===== config.mk =====
export PLATFORM = sky130hd
export DESIGN_NAME = membar_ctrl
export DESIGN_NICKNAME = d
export VERILOG_FILES = /design/src/rtl/membar_pkg.sv /design/src/rtl/membar_sat_cnt.sv /design/src/rtl/membar_track.sv /design/src/rtl/membar_gate.sv /design/src/rtl/membar_ctrl.sv
export SDC_FILE = /design/constraint.sdc
export NUM_CORES = 1
export LEC_CHECK = 0
export BUFFER_PORTS_ARGS = -buffer_cell sky130_fd_sc_hd__buf_2
export CELL_PAD_IN_SITES_DETAIL_PLACEMENT = 0
export CELL_PAD_IN_SITES_GLOBAL_PLACEMENT = 1
export CORE_ASPECT_RATIO = 0.75
export CORE_UTILIZATION = 37
export DETAILED_ROUTE_END_ITERATION = 7
export PLACE_DENSITY_LB_ADDON = 0.3
export SETUP_SLACK_MARGIN = 0.1
export SLEW_MARGIN = 5
export SYNTH_ARGS = -nofsm -noshare
export SYNTH_HDL_FRONTEND = slang
export SYNTH_SLANG_ARGS = --single-unit

===== constraint.sdc =====
create_clock -name clk -period 3.4 [get_ports clk]
set_input_delay 0.68 -clock clk [delete_from_list [all_inputs] [get_ports clk]]
set_output_delay 0.68 -clock clk [all_outputs]
set_load 0.05 [all_outputs]

===== src/rtl/membar_pkg.sv =====
package membar_pkg;

    localparam int NUM_DOM = 4;
    localparam int DOM_W   = 2;
    localparam int NUM_CLS = 3;
    localparam int CLS_W   = 2;

    localparam int CL_LOAD  = 0;
    localparam int CL_STORE = 1;
    localparam int CL_MAINT = 2;

    typedef enum logic [2:0] {
        OP_OTHER = 3'd0,
        OP_LOAD  = 3'd1,
        OP_STORE = 3'd2,
        OP_MAINT = 3'd3,
        OP_BAR   = 3'd4
    } op_e;

    typedef enum logic [1:0] {
        BK_DMB = 2'd0,
        BK_DSB = 2'd1,
        BK_ISB = 2'd2
    } kind_e;

    typedef enum logic [1:0] {
        AC_LD  = 2'd0,
        AC_ST  = 2'd1,
        AC_ANY = 2'd2
    } acc_e;

    typedef struct packed {
        logic             busy;
        kind_e            kind;
        acc_e             acc;
        logic [DOM_W-1:0] dom;
    } bar_t;

    function automatic op_e op_norm(input logic [2:0] raw);
        case (raw)
            3'd1:    return OP_LOAD;
            3'd2:    return OP_STORE;
            3'd3:    return OP_MAINT;
            3'd4:    return OP_BAR;
            default: return OP_OTHER;
        endcase
    endfunction

    function automatic kind_e kind_norm(input logic [1:0] raw);
        case (raw)
            2'd0:    return BK_DMB;
            2'd2:    return BK_ISB;
            default: return BK_DSB;
        endcase
    endfunction

    function automatic acc_e acc_norm(input logic [1:0] raw);
        case (raw)
            2'd0:    return AC_LD;
            2'd1:    return AC_ST;
            default: return AC_ANY;
        endcase
    endfunction

    // Counter classes a pending barrier has to drain.
    function automatic logic [NUM_CLS-1:0] wait_mask(input kind_e k, input acc_e a);
        logic [NUM_CLS-1:0] m;
        m = '0;
        m[CL_MAINT] = 1'b1;
        if (k != BK_ISB) begin
            m[CL_LOAD]  = (a != AC_ST);
            m[CL_STORE] = (a != AC_LD);
        end
        return m;
    endfunction

    // Whether counters of domain d are inside the barrier's reach.
    function automatic logic dom_covered(input kind_e k, input logic [DOM_W-1:0] bd,
                                         input logic [DOM_W-1:0] d);
        return (k == BK_ISB) || (d <= bd);
    endfunction

endpackage


===== src/rtl/membar_sat_cnt.sv =====
module membar_sat_cnt #(
    parameter int W = 4
) (
    input  logic clk,
    input  logic rst,
    input  logic inc,
    input  logic dec,
    output logic zero
);
    localparam logic [W-1:0] MAX = '1;

    logic [W-1:0] q;

    always_ff @(posedge clk) begin
        if (rst)
            q <= '0;
        else if (inc && !dec && q != MAX)
            q <= q + 1'b1;
        else if (dec && !inc && q != '0)
            q <= q - 1'b1;
    end

    assign zero = (q == '0);

    assert_sat_hold_R11: assert property (@(posedge clk) disable iff (rst)
        (q == MAX && inc && !dec) |=> (q == MAX));

    assert_no_wrap_R11: assert property (@(posedge clk) disable iff (rst)
        (q == '0 && dec && !inc) |=> (q == '0));

    assert_collide_R10: assert property (@(posedge clk) disable iff (rst)
        (inc && dec) |=> $stable(q));
endmodule


===== src/rtl/membar_track.sv =====
module membar_track
    import membar_pkg::*;
#(
    parameter int CNT_W = 4
) (
    input  logic                             clk,
    input  logic                             rst,
    input  logic                             inc_v,
    input  logic [CLS_W-1:0]                 inc_cls,
    input  logic [DOM_W-1:0]                 inc_dom,
    input  logic                             dec_v,
    input  logic [CLS_W-1:0]                 dec_cls,
    input  logic [DOM_W-1:0]                 dec_dom,
    output logic [NUM_DOM-1:0][NUM_CLS-1:0]  idle
);
    for (genvar d = 0; d < NUM_DOM; d++) begin : g_dom
        for (genvar c = 0; c < NUM_CLS; c++) begin : g_cls
            logic hit_inc, hit_dec;
            assign hit_inc = inc_v && (inc_cls == CLS_W'(c)) && (inc_dom == DOM_W'(d));
            assign hit_dec = dec_v && (dec_cls == CLS_W'(c)) && (dec_dom == DOM_W'(d));
            membar_sat_cnt #(.W(CNT_W)) u_cnt (
                .clk  (clk),
                .rst  (rst),
                .inc  (hit_inc),
                .dec  (hit_dec),
                .zero (idle[d][c])
            );
        end
    end
endmodule


===== src/rtl/membar_gate.sv =====
module membar_gate
    import membar_pkg::*;
(
    input  bar_t pend,
    output logic ld_en,
    output logic st_en,
    output logic mnt_en,
    output logic oth_en,
    output logic bar_en
);
    always_comb begin
        ld_en  = !pend.busy || (pend.kind != BK_ISB && pend.acc == AC_ST);
        st_en  = !pend.busy;
        mnt_en = !pend.busy;
        bar_en = !pend.busy;
        oth_en = !pend.busy || (pend.kind == BK_DMB);
    end
endmodule


===== src/rtl/membar_ctrl.sv =====
module membar_ctrl
    import membar_pkg::*;
#(
    parameter int CNT_W = 4
) (
    input  logic       clk,
    input  logic       rst,
    input  logic       iss_valid,
    input  logic [2:0] iss_op,
    input  logic [1:0] iss_dom,
    input  logic [1:0] bar_kind,
    input  logic [1:0] bar_class,
    input  logic       ack_valid,
    input  logic [1:0] ack_class,
    input  logic [1:0] ack_dom,
    output logic       ld_en,
    output logic       st_en,
    output logic       mnt_en,
    output logic       oth_en,
    output logic       bar_en,
    output logic       stall,
    output logic       flush
);
    bar_t pend;
    op_e  op;
    logic op_ok, accept, done, blocked;
    logic inc_v, dec_v;
    logic [CLS_W-1:0] inc_cls;
    logic [NUM_DOM-1:0][NUM_CLS-1:0] idle;
    logic [NUM_CLS-1:0] mask;

    membar_gate u_gate (
        .pend   (pend),
        .ld_en  (ld_en),
        .st_en  (st_en),
        .mnt_en (mnt_en),
        .oth_en (oth_en),
        .bar_en (bar_en)
    );

    always_comb begin
        op = op_norm(iss_op);
        case (op)
            OP_LOAD:  begin op_ok = ld_en;  inc_cls = CLS_W'(CL_LOAD);  end
            OP_STORE: begin op_ok = st_en;  inc_cls = CLS_W'(CL_STORE); end
            OP_MAINT: begin op_ok = mnt_en; inc_cls = CLS_W'(CL_MAINT); end
            OP_BAR:   begin op_ok = bar_en; inc_cls = '0;               end
            default:  begin op_ok = oth_en; inc_cls = '0;               end
        endcase
        accept = iss_valid && op_ok;
        stall  = iss_valid && !op_ok;
        inc_v  = accept && (op == OP_LOAD || op == OP_STORE || op == OP_MAINT);
        dec_v  = ack_valid && (ack_class != 2'd3);
    end

    membar_track #(.CNT_W(CNT_W)) u_track (
        .clk     (clk),
        .rst     (rst),
        .inc_v   (inc_v),
        .inc_cls (inc_cls),
        .inc_dom (iss_dom),
        .dec_v   (dec_v),
        .dec_cls (ack_class),
        .dec_dom (ack_dom),
        .idle    (idle)
    );

    always_comb begin
        mask    = wait_mask(pend.kind, pend.acc);
        blocked = 1'b0;
        for (int d = 0; d < NUM_DOM; d++) begin
            for (int c = 0; c < NUM_CLS; c++) begin
                if (mask[c] && dom_covered(pend.kind, pend.dom, DOM_W'(d)) && !idle[d][c])
                    blocked = 1'b1;
            end
        end
        done = pend.busy && !blocked;
    end

    always_ff @(posedge clk) begin
        if (rst) begin
            pend  <= '{busy: 1'b0, kind: BK_DMB, acc: AC_LD, dom: '0};
            flush <= 1'b0;
        end else begin
            flush <= done && (pend.kind == BK_ISB);
            if (done)
                pend.busy <= 1'b0;
            else if (accept && op == OP_BAR)
                pend <= '{busy: 1'b1, kind: kind_norm(bar_kind),
                          acc: acc_norm(bar_class), dom: iss_dom};
        end
    end

    assert_one_barrier_R9: assert property (@(posedge clk) disable iff (rst)
        pend.busy |-> !(iss_valid && iss_op == 3'd4 && !stall));

    assert_sync_blocks_other_R7: assert property (@(posedge clk) disable iff (rst)
        (pend.busy && pend.kind == BK_DSB) |-> !oth_en);

    assert_store_lets_loads_R3: assert property (@(posedge clk) disable iff (rst)
        (pend.busy && pend.kind != BK_ISB && pend.acc == AC_ST) |-> ld_en);

    assert_flush_pulse_R8: assert property (@(posedge clk) disable iff (rst)
        flush |=> !flush);

    assert_flush_cause_R8: assert property (@(posedge clk) disable iff (rst)
        flush |-> !pend.busy);
endmodule


==> run_results.csv, run 1 <==
group,metric,value,unit
pwr,ir_drop,0.174,mV
logic_synthesis,synth_fa_ha_area_share,13.4,%
global_routing,antenna_found_initial,0,
detailed_routing,wl_per_cell,15.0,microns
timing,skew,0.00510,ns
setup_path,r2r-end,"u_track.g_dom[0].g_cls[2].u_cnt.q[3]$_SDFFE_PP0P_",
layout,fin_nets,527,
cts,root_buffer,"clkbuf_16",
cts,clkTransAtPathRegs,0.07,ns
place,gp_congestion,0.842,
cts,cts.sinks,56,
setup_path,reg2reg_depth,8,
logic_synthesis,synth_mux_area_share,9.69,%
floorplan,pin_count,24,
detailed_routing,vias,3316,
cts,cts_inserted_buffers,5,
setup_path,critPathMaxFanout,7,
hold_path,hp-class,"flop to flop",
cts,cts_setup_buffers,0,
setup_path,crit_arrival,3.02,ns
hold_path,hold_path_depth,2,
timing,setup_viol,0,
floorplan,die_h,92.4,microns
layout,drive_gt1_share,14.3,%
global_routing,grt_pass1_wl,15.8,mm
setup_path,cp-startpoint,"iss_op[2]",
floorplan,rows,32,
timing,max_freq,352,MHz
logic_synthesis,synth_seq_cells,56,
detailed_routing,totalWireLength,9.17,mm
logic_synthesis,syn_avg_cell_area,8.95,sq um
setup_path,endpoint_kind,"flop",
logic_synthesis,synth-seq-area-share,27.8,%
place,hpwl,7.16,mm
cts,cts_hold_buffers,0,
layout,diodes,0,
pwr,leakage,1.78,nW
outcome,status,"finished, final reports clean",
floorplan,coreArea,10500,sq um
pwr,powerDensity,322,nW/um^2
layout,fill_cells,1035,
timing,min_period,2.84,ns
timing,rsz0062_at_grt,"false",
setup_path,r2r_start,"pend[6]$_SDFFE_PP0P_",
job,cap_violations,0,
detailed_routing,viasPerCell,5.43,
global_routing,grt-ovfl-total,0,
setup_path,critPathKind,"primary input to flop",
floorplan,die_w,122,microns
floorplan,start_util,38.5,%
logic_synthesis,synth_cells,450,
floorplan,die-area,11300,sq um
logic_synthesis,yosys.area_share.simple,28.0,%
global_routing,track_usage,17.8,%
logic_synthesis,synth_cell_types,58,
logic_synthesis,synth_xor_area_share,4.57,%
logic_synthesis,async_flop_share,0,%
global_routing,grt_pass1_vias,3141,
logic_synthesis,synth_edf_count,0,
timing,fin_ws,0.559,ns
hold_path,hp-start,"pend[3]$_SDFFE_PP0P_",
place,pre_cts_ws,0.237,ns
setup_path,worstPathRequired,3.58,ns
cts,clock_path_buffers,2,
setup_path,reg2reg_slack,0.68,ns
setup_path,critPathLaunchType,"primary input",
place,numPortBuffers,23,
hold_path,hold_path_end,"pend[3]$_SDFFE_PP0P_",
timing,finalMaxSlewViolations,0,
detailed_routing,ant_nets,0,
timing,fin_crit_sh,83.6,%
timing,totalNegativeSetupSlack,0,ns
timing,slew_headroom,52.9,%
pwr,power,0.00144,W
logic_synthesis,synth_top_family_by_area,"simple AND/OR/NAND/NOR gates",
cts,clock_latency,0.30,ns
cts,ctsResizeCount,0,
detailed_routing,drt_iter0_drc,211,
detailed_routing,drc,0,
timing,worst_pin_slew,0.700,ns
timing,finalHoldViolCount,0,
global_routing,grt_max_degree,36,
logic_synthesis,yosys_warnings,0,
logic_synthesis,synthesis.nets,503,
logic_synthesis,synth-compound-area-share,14.0,%
layout,area_growth,11.2,%
cts,htree_num_levels,2,
logic_synthesis,synth_ff_type,"dfxtp_1",
logic_synthesis,syn_area,4030,sq um
detailed_routing,dr.pass1.iters,4,
cts,cts_tree,"yes",
power breakdown:
part | switching [W] | internal (W)
logic | 0.0000975 | 0.0000614
clock network | 0.000258 | 0.000347
registers | 0.0000119 | 0.000664
total | 0.000368 | 0.00107
cell usage in the layout (no fill, tap or decap), drive strengths merged, types with 2 or more instances in the layout:
master / instances
xnor2: 20
a31oi: 5
or3b: 3
a211oi: 8
nand2b: 18
o311ai: 2
nor4b: 2
nor2: 51
buf: 31
nor4: 13
o21ai: 25
dfxtp: 56
inv: 8
mux2: 8
clkbuf: 5
fa: 12
o22ai: 2
ha: 24
nand3b: 6
nor3: 19
nand2: 5
or4: 6
nand4: 13
mux2i: 30
nor3b: 11
a21oi: 15
nor2b: 13
or2: 9
nand3: 9
a21o: 16
clkinv: 2
or3: 10
per-layer routing:
layer / GRT usage [%] / share of wire, % / up-vias
li1: - / - / 1709
met1: 26.2 / 54 / 1552
met2: 26.0 / 42 / 46
met3: 3.69 / 3.3 / 9
met4: 4.47 / 1.1 / 0
met5: 0 / 0 / -
worst max-delay path, stage by stage:
cell      delay [ns]
buf_2           0.15
nand2b_4        0.18
or3_4           0.38
nor4_4          0.24
inv_1           0.14
ha_1            0.29
a21o_1          0.19
a21oi_1         0.20
nor4_1          0.07
or4_1           0.51
Yosys cell counts (all sizes together) (2+ instances only):
cell | n | area [sq um]
a211oi | 8 | 60.1
a21o | 16 | 120
a21oi | 15 | 86.3
a31oi | 5 | 46.3
buf | 3 | 26.3
clkbuf | 11 | 41.3
dfxtp | 56 | 1120
fa | 12 | 240
ha | 24 | 300
inv | 8 | 30.0
mux2 | 8 | 90.1
mux2i | 30 | 300
nand2 | 5 | 18.8
nand2b | 18 | 120
nand3 | 9 | 45.0
nand3b | 6 | 45.0
nand4 | 13 | 81.3
nor2 | 51 | 191
nor2b | 13 | 81.3
nor3 | 19 | 106
nor3b | 11 | 82.6
nor4 | 13 | 111
nor4b | 2 | 17.5
o21ai | 25 | 125
o22ai | 2 | 12.5
o311ai | 2 | 17.5
or2 | 9 | 56.3
or3 | 10 | 67.6
or3b | 3 | 26.3
or4 | 6 | 45.0
xnor2 | 20 | 175
area by class of cell:
cell class	count	area, sq um	area share [%]
clock inverter	3	42.5	0.950
multi-input combinational	371	2810	62.6
timing repair buffer	31	175	3.91
sequential	56	1120	25.0
clock buffer	5	125	2.79
inverter	9	38.8	0.866
tap	136	170	3.80
through the flow:
stage | hold slack [ns] | instance area, sq um | utilization, % | std cells
floorplan | 0.474 | 4030 | - | 450
global placement | 0.497 | 4310 | 41.2 | 603
detailed placement | 0.515 | 4310 | 41.2 | 603
CTS | 0.534 | 4480 | 42.9 | 611
global route | 0.554 | 4480 | 42.9 | 611
finish | 0.527 | 4480 | 42.9 | 611
worst max-delay path by stage:
| stage | end |
|---|---|
| after global placement | u_track.g_dom[1].g_cls[0].u_cnt.q[3]$_SDFFE_PP0P_ |
| after floorplan | stall |
| after global routing | u_track.g_dom[0].g_cls[2].u_cnt.q[3]$_SDFFE_PP0P_ |
| final | u_track.g_dom[1].g_cls[0].u_cnt.q[3]$_SDFFE_PP0P_ |
| after CTS | u_track.g_dom[1].g_cls[0].u_cnt.q[3]$_SDFFE_PP0P_ |
| after detailed placement | u_track.g_dom[1].g_cls[0].u_cnt.q[3]$_SDFFE_PP0P_ |
kinds of logic (layout without fill, tap and decap cells):
kind of cell / after synthesis / after routing
and+or+nand+nor: 192 / 192
DFF: 56 / 56
muxes: 38 / 38
adders and majority gates: 36 / 36
AOI/OAI and AO/OA: 84 / 84
xor gates and xnor gates: 21 / 21
buffers and inverters: 23 / 48
flip-flops by register name (all words and copies together), names as in the netlist:
| register | flops |
|---|---|
| u_track.g_dom.g_cls.u_cnt.q | 48 |
| flush | 1 |
| pend | 7 |
No activity file was read; power rests on OpenSTA's default activity.
==> run 2: changes to the inputs <==
==> constraint.sdc (replaced) <==
create_clock -name clk -period 2.7 [get_ports clk]
set_input_delay 0.54 -clock clk [delete_from_list [all_inputs] [get_ports clk]]
set_output_delay 0.54 -clock clk [all_outputs]
set_load 0.05 [all_outputs]
==> run 2 against run 1 <==
Against the previous run:
- largest cell class unchanged
- flip-flop and latch count unchanged
- clock skew increased by 0.0042 ns
- worst hold slack got worse by 0.034 ns
- sequential power increased by 26%
==> run_results.csv, run 2 (synthesized netlist as in run 1, its figures left out) <==
group,metric,value,unit
outcome,status,"finished, final reports clean",
timing,hold_slack,0.493,ns
place,pre_cts_ws,-0.146,ns
detailed_routing,wl_per_cell,15.1,microns
cts,root_buffer,"clkbuf_16",
floorplan,coreArea,10500,sq um
pwr,ir_drop,0.238,mV
global_routing,grt-ovfl-total,0,
timing,min_period,2.54,ns
cts,cts_tree,"yes",
timing,max_freq,394,MHz
floorplan,die_h,92.4,microns
pwr,powerDensity,359,nW/um^2
detailed_routing,wl_met3,266,microns
cts,clock_latency,0.31,ns
layout,final_cell_mix,"65 x buf_4, 56 x dfxtp_1, 50 x nor2_1",
floorplan,die-area,11300,sq um
timing,skew,0.00934,ns
layout,regMostFlops,"u_track.g_dom.g_cls.u_cnt.q",
hold_path,hp-class,"primary input to flop",
detailed_routing,highest_layer,"met4",
detailed_routing,viasPerCell,5.39,
setup_path,endpoint_kind,"flop",
layout,diodes,0,
floorplan,pin_count,24,
global_routing,grt_max_degree,27,
setup_path,critPathLaunchType,"primary input",
floorplan,die_w,122,microns
global_routing,grt_pass1_wl,17.3,mm
timing,finalMaxSlewViolations,0,
setup_path,critPathKind,"primary input to flop",
place,gp_congestion,0.830,
setup_path,critPathMaxFanout,5,
timing,finalHoldViolCount,0,
cts,cts_hold_buffers,0,
layout,largest_register_ffs,48,
floorplan,rows,32,
setup_path,worstPathRequired,2.92,ns
pwr,leakage,2.04,nW
detailed_routing,wl_met1,5.19,mm
layout,fill_cells,1002,
cts,clock_path_buffers,2,
detailed_routing,drc,0,
cts,cts_inserted_buffers,5,
detailed_routing,dr.pass1.iters,4,
layout,fin_nets,584,
timing,worst_pin_slew,0.615,ns
global_routing,track_usage,19.1,%
detailed_routing,totalWireLength,10.1,mm
cts,cts.sinks,56,
floorplan,start_util,38.5,%
place,numPortBuffers,23,
timing,slew_headroom,58.6,%
detailed_routing,drt_iter0_drc,163,
timing,rsz0062_at_grt,"true",
global_routing,grt_pass1_vias,3581,
cts,clkTransAtPathRegs,0.07,ns
global_routing,antenna_found_initial,0,
detailed_routing,wl_met2,4.52,mm
job,cap_violations,0,
detailed_routing,ant_nets,0,
timing,fin_crit_sh,94.1,%
detailed_routing,vias,3603,
cts,htree_num_levels,2,
timing,setup_viol,0,
setup_path,crit_arrival,2.76,ns
timing,fin_ws,0.160,ns
layout,area_growth,23.3,%
layout,top_regs,"u_track.g_dom.g_cls.u_cnt.q: 48 flops, pend: 7 flops, flush: 1 flops",
place,hpwl,7.85,mm
layout,layout_commonest_cell,"buf_4",
layout,drive_gt1_share,26.3,%
[run 2: repair_timing]
action | CTS | global route
pin swaps | 1 | 4
endpoints found under the setup margin | 1 | 8
gates resized for setup | 1 | 14
setup buffers | 2 | 1
[run 2: worst paths after layout]
path / slack, ns / end / cells past startpoint / start
worst max-delay path: 0.16 / u_track.g_dom[3].g_cls[0].u_cnt.q[3]$_SDFFE_PP0P_ / 11 / iss_op[2]
worst min-delay path: 0.49 / pend[3]$_SDFFE_PP0P_ / 3 / bar_class[1]
worst max register to register: 0.23 / u_track.g_dom[1].g_cls[0].u_cnt.q[3]$_SDFFE_PP0P_ / 10 / pend[3]$_SDFFE_PP0P_
worst min register to register: 0.54 / u_track.g_dom[2].g_cls[1].u_cnt.q[2]$_SDFFE_PP0P_ / 2 / u_track.g_dom[2].g_cls[1].u_cnt.q[2]$_SDFFE_PP0P_
[run 2: layer usage]
metal | GRT usage, % | vias to the layer above
met2 | 30.1 | 40
met4 | 4.17 | 0
met3 | 3.20 | 8
met5 | 0 | -
met1 | 26.9 | 1732
li1 | - | 1823
[run 2: final cells by class]
type                            instances  area, sq um  area share (%)
Clock buffer                            6          129            2.60
Clock inverter                          2         16.3           0.328
Inverter                                9         42.5           0.857
Multi-Input combinational cell        371         2880            57.9
Sequential cell                        56         1120            22.6
Tap cell                              136          170            3.43
Timing Repair Buffer                   88          609            12.3
[run 2: through the flow]
step	TNS, ns	power, W	std cells	util (%)	instance area (sq um)
final	0	0.00178	668	47.5	4970
after global placement	-0.807	0.00110	657	45.4	4750
after global routing	0	0.00187	668	47.5	4970
after floorplan	-0.909	0.00101	450	-	4070
after CTS	0	0.00180	667	47.0	4910
after detailed placement	-1.16	0.00110	657	45.4	4750
[run 2: where the power goes]
part | internal [W] | total (W) | leakage, nW | switching (W)
combinational | 0.000108 | 0.000242 | 1.52 | 0.000134
sequential | 0.000836 | 0.000852 | 0.452 | 0.0000155
clock | 0.000348 | 0.000689 | 0.0671 | 0.000341
[run 2: worst max-delay path, stage by stage]
cell	delay, ns
buf_2	0.11
nand2b_4	0.13
or3_4	0.40
buf_4	0.17
nor4_4	0.29
inv_2	0.13
ha_4	0.27
a21o_1	0.13
a21oi_1	0.08
or4_1	0.40
o311ai_1	0.09
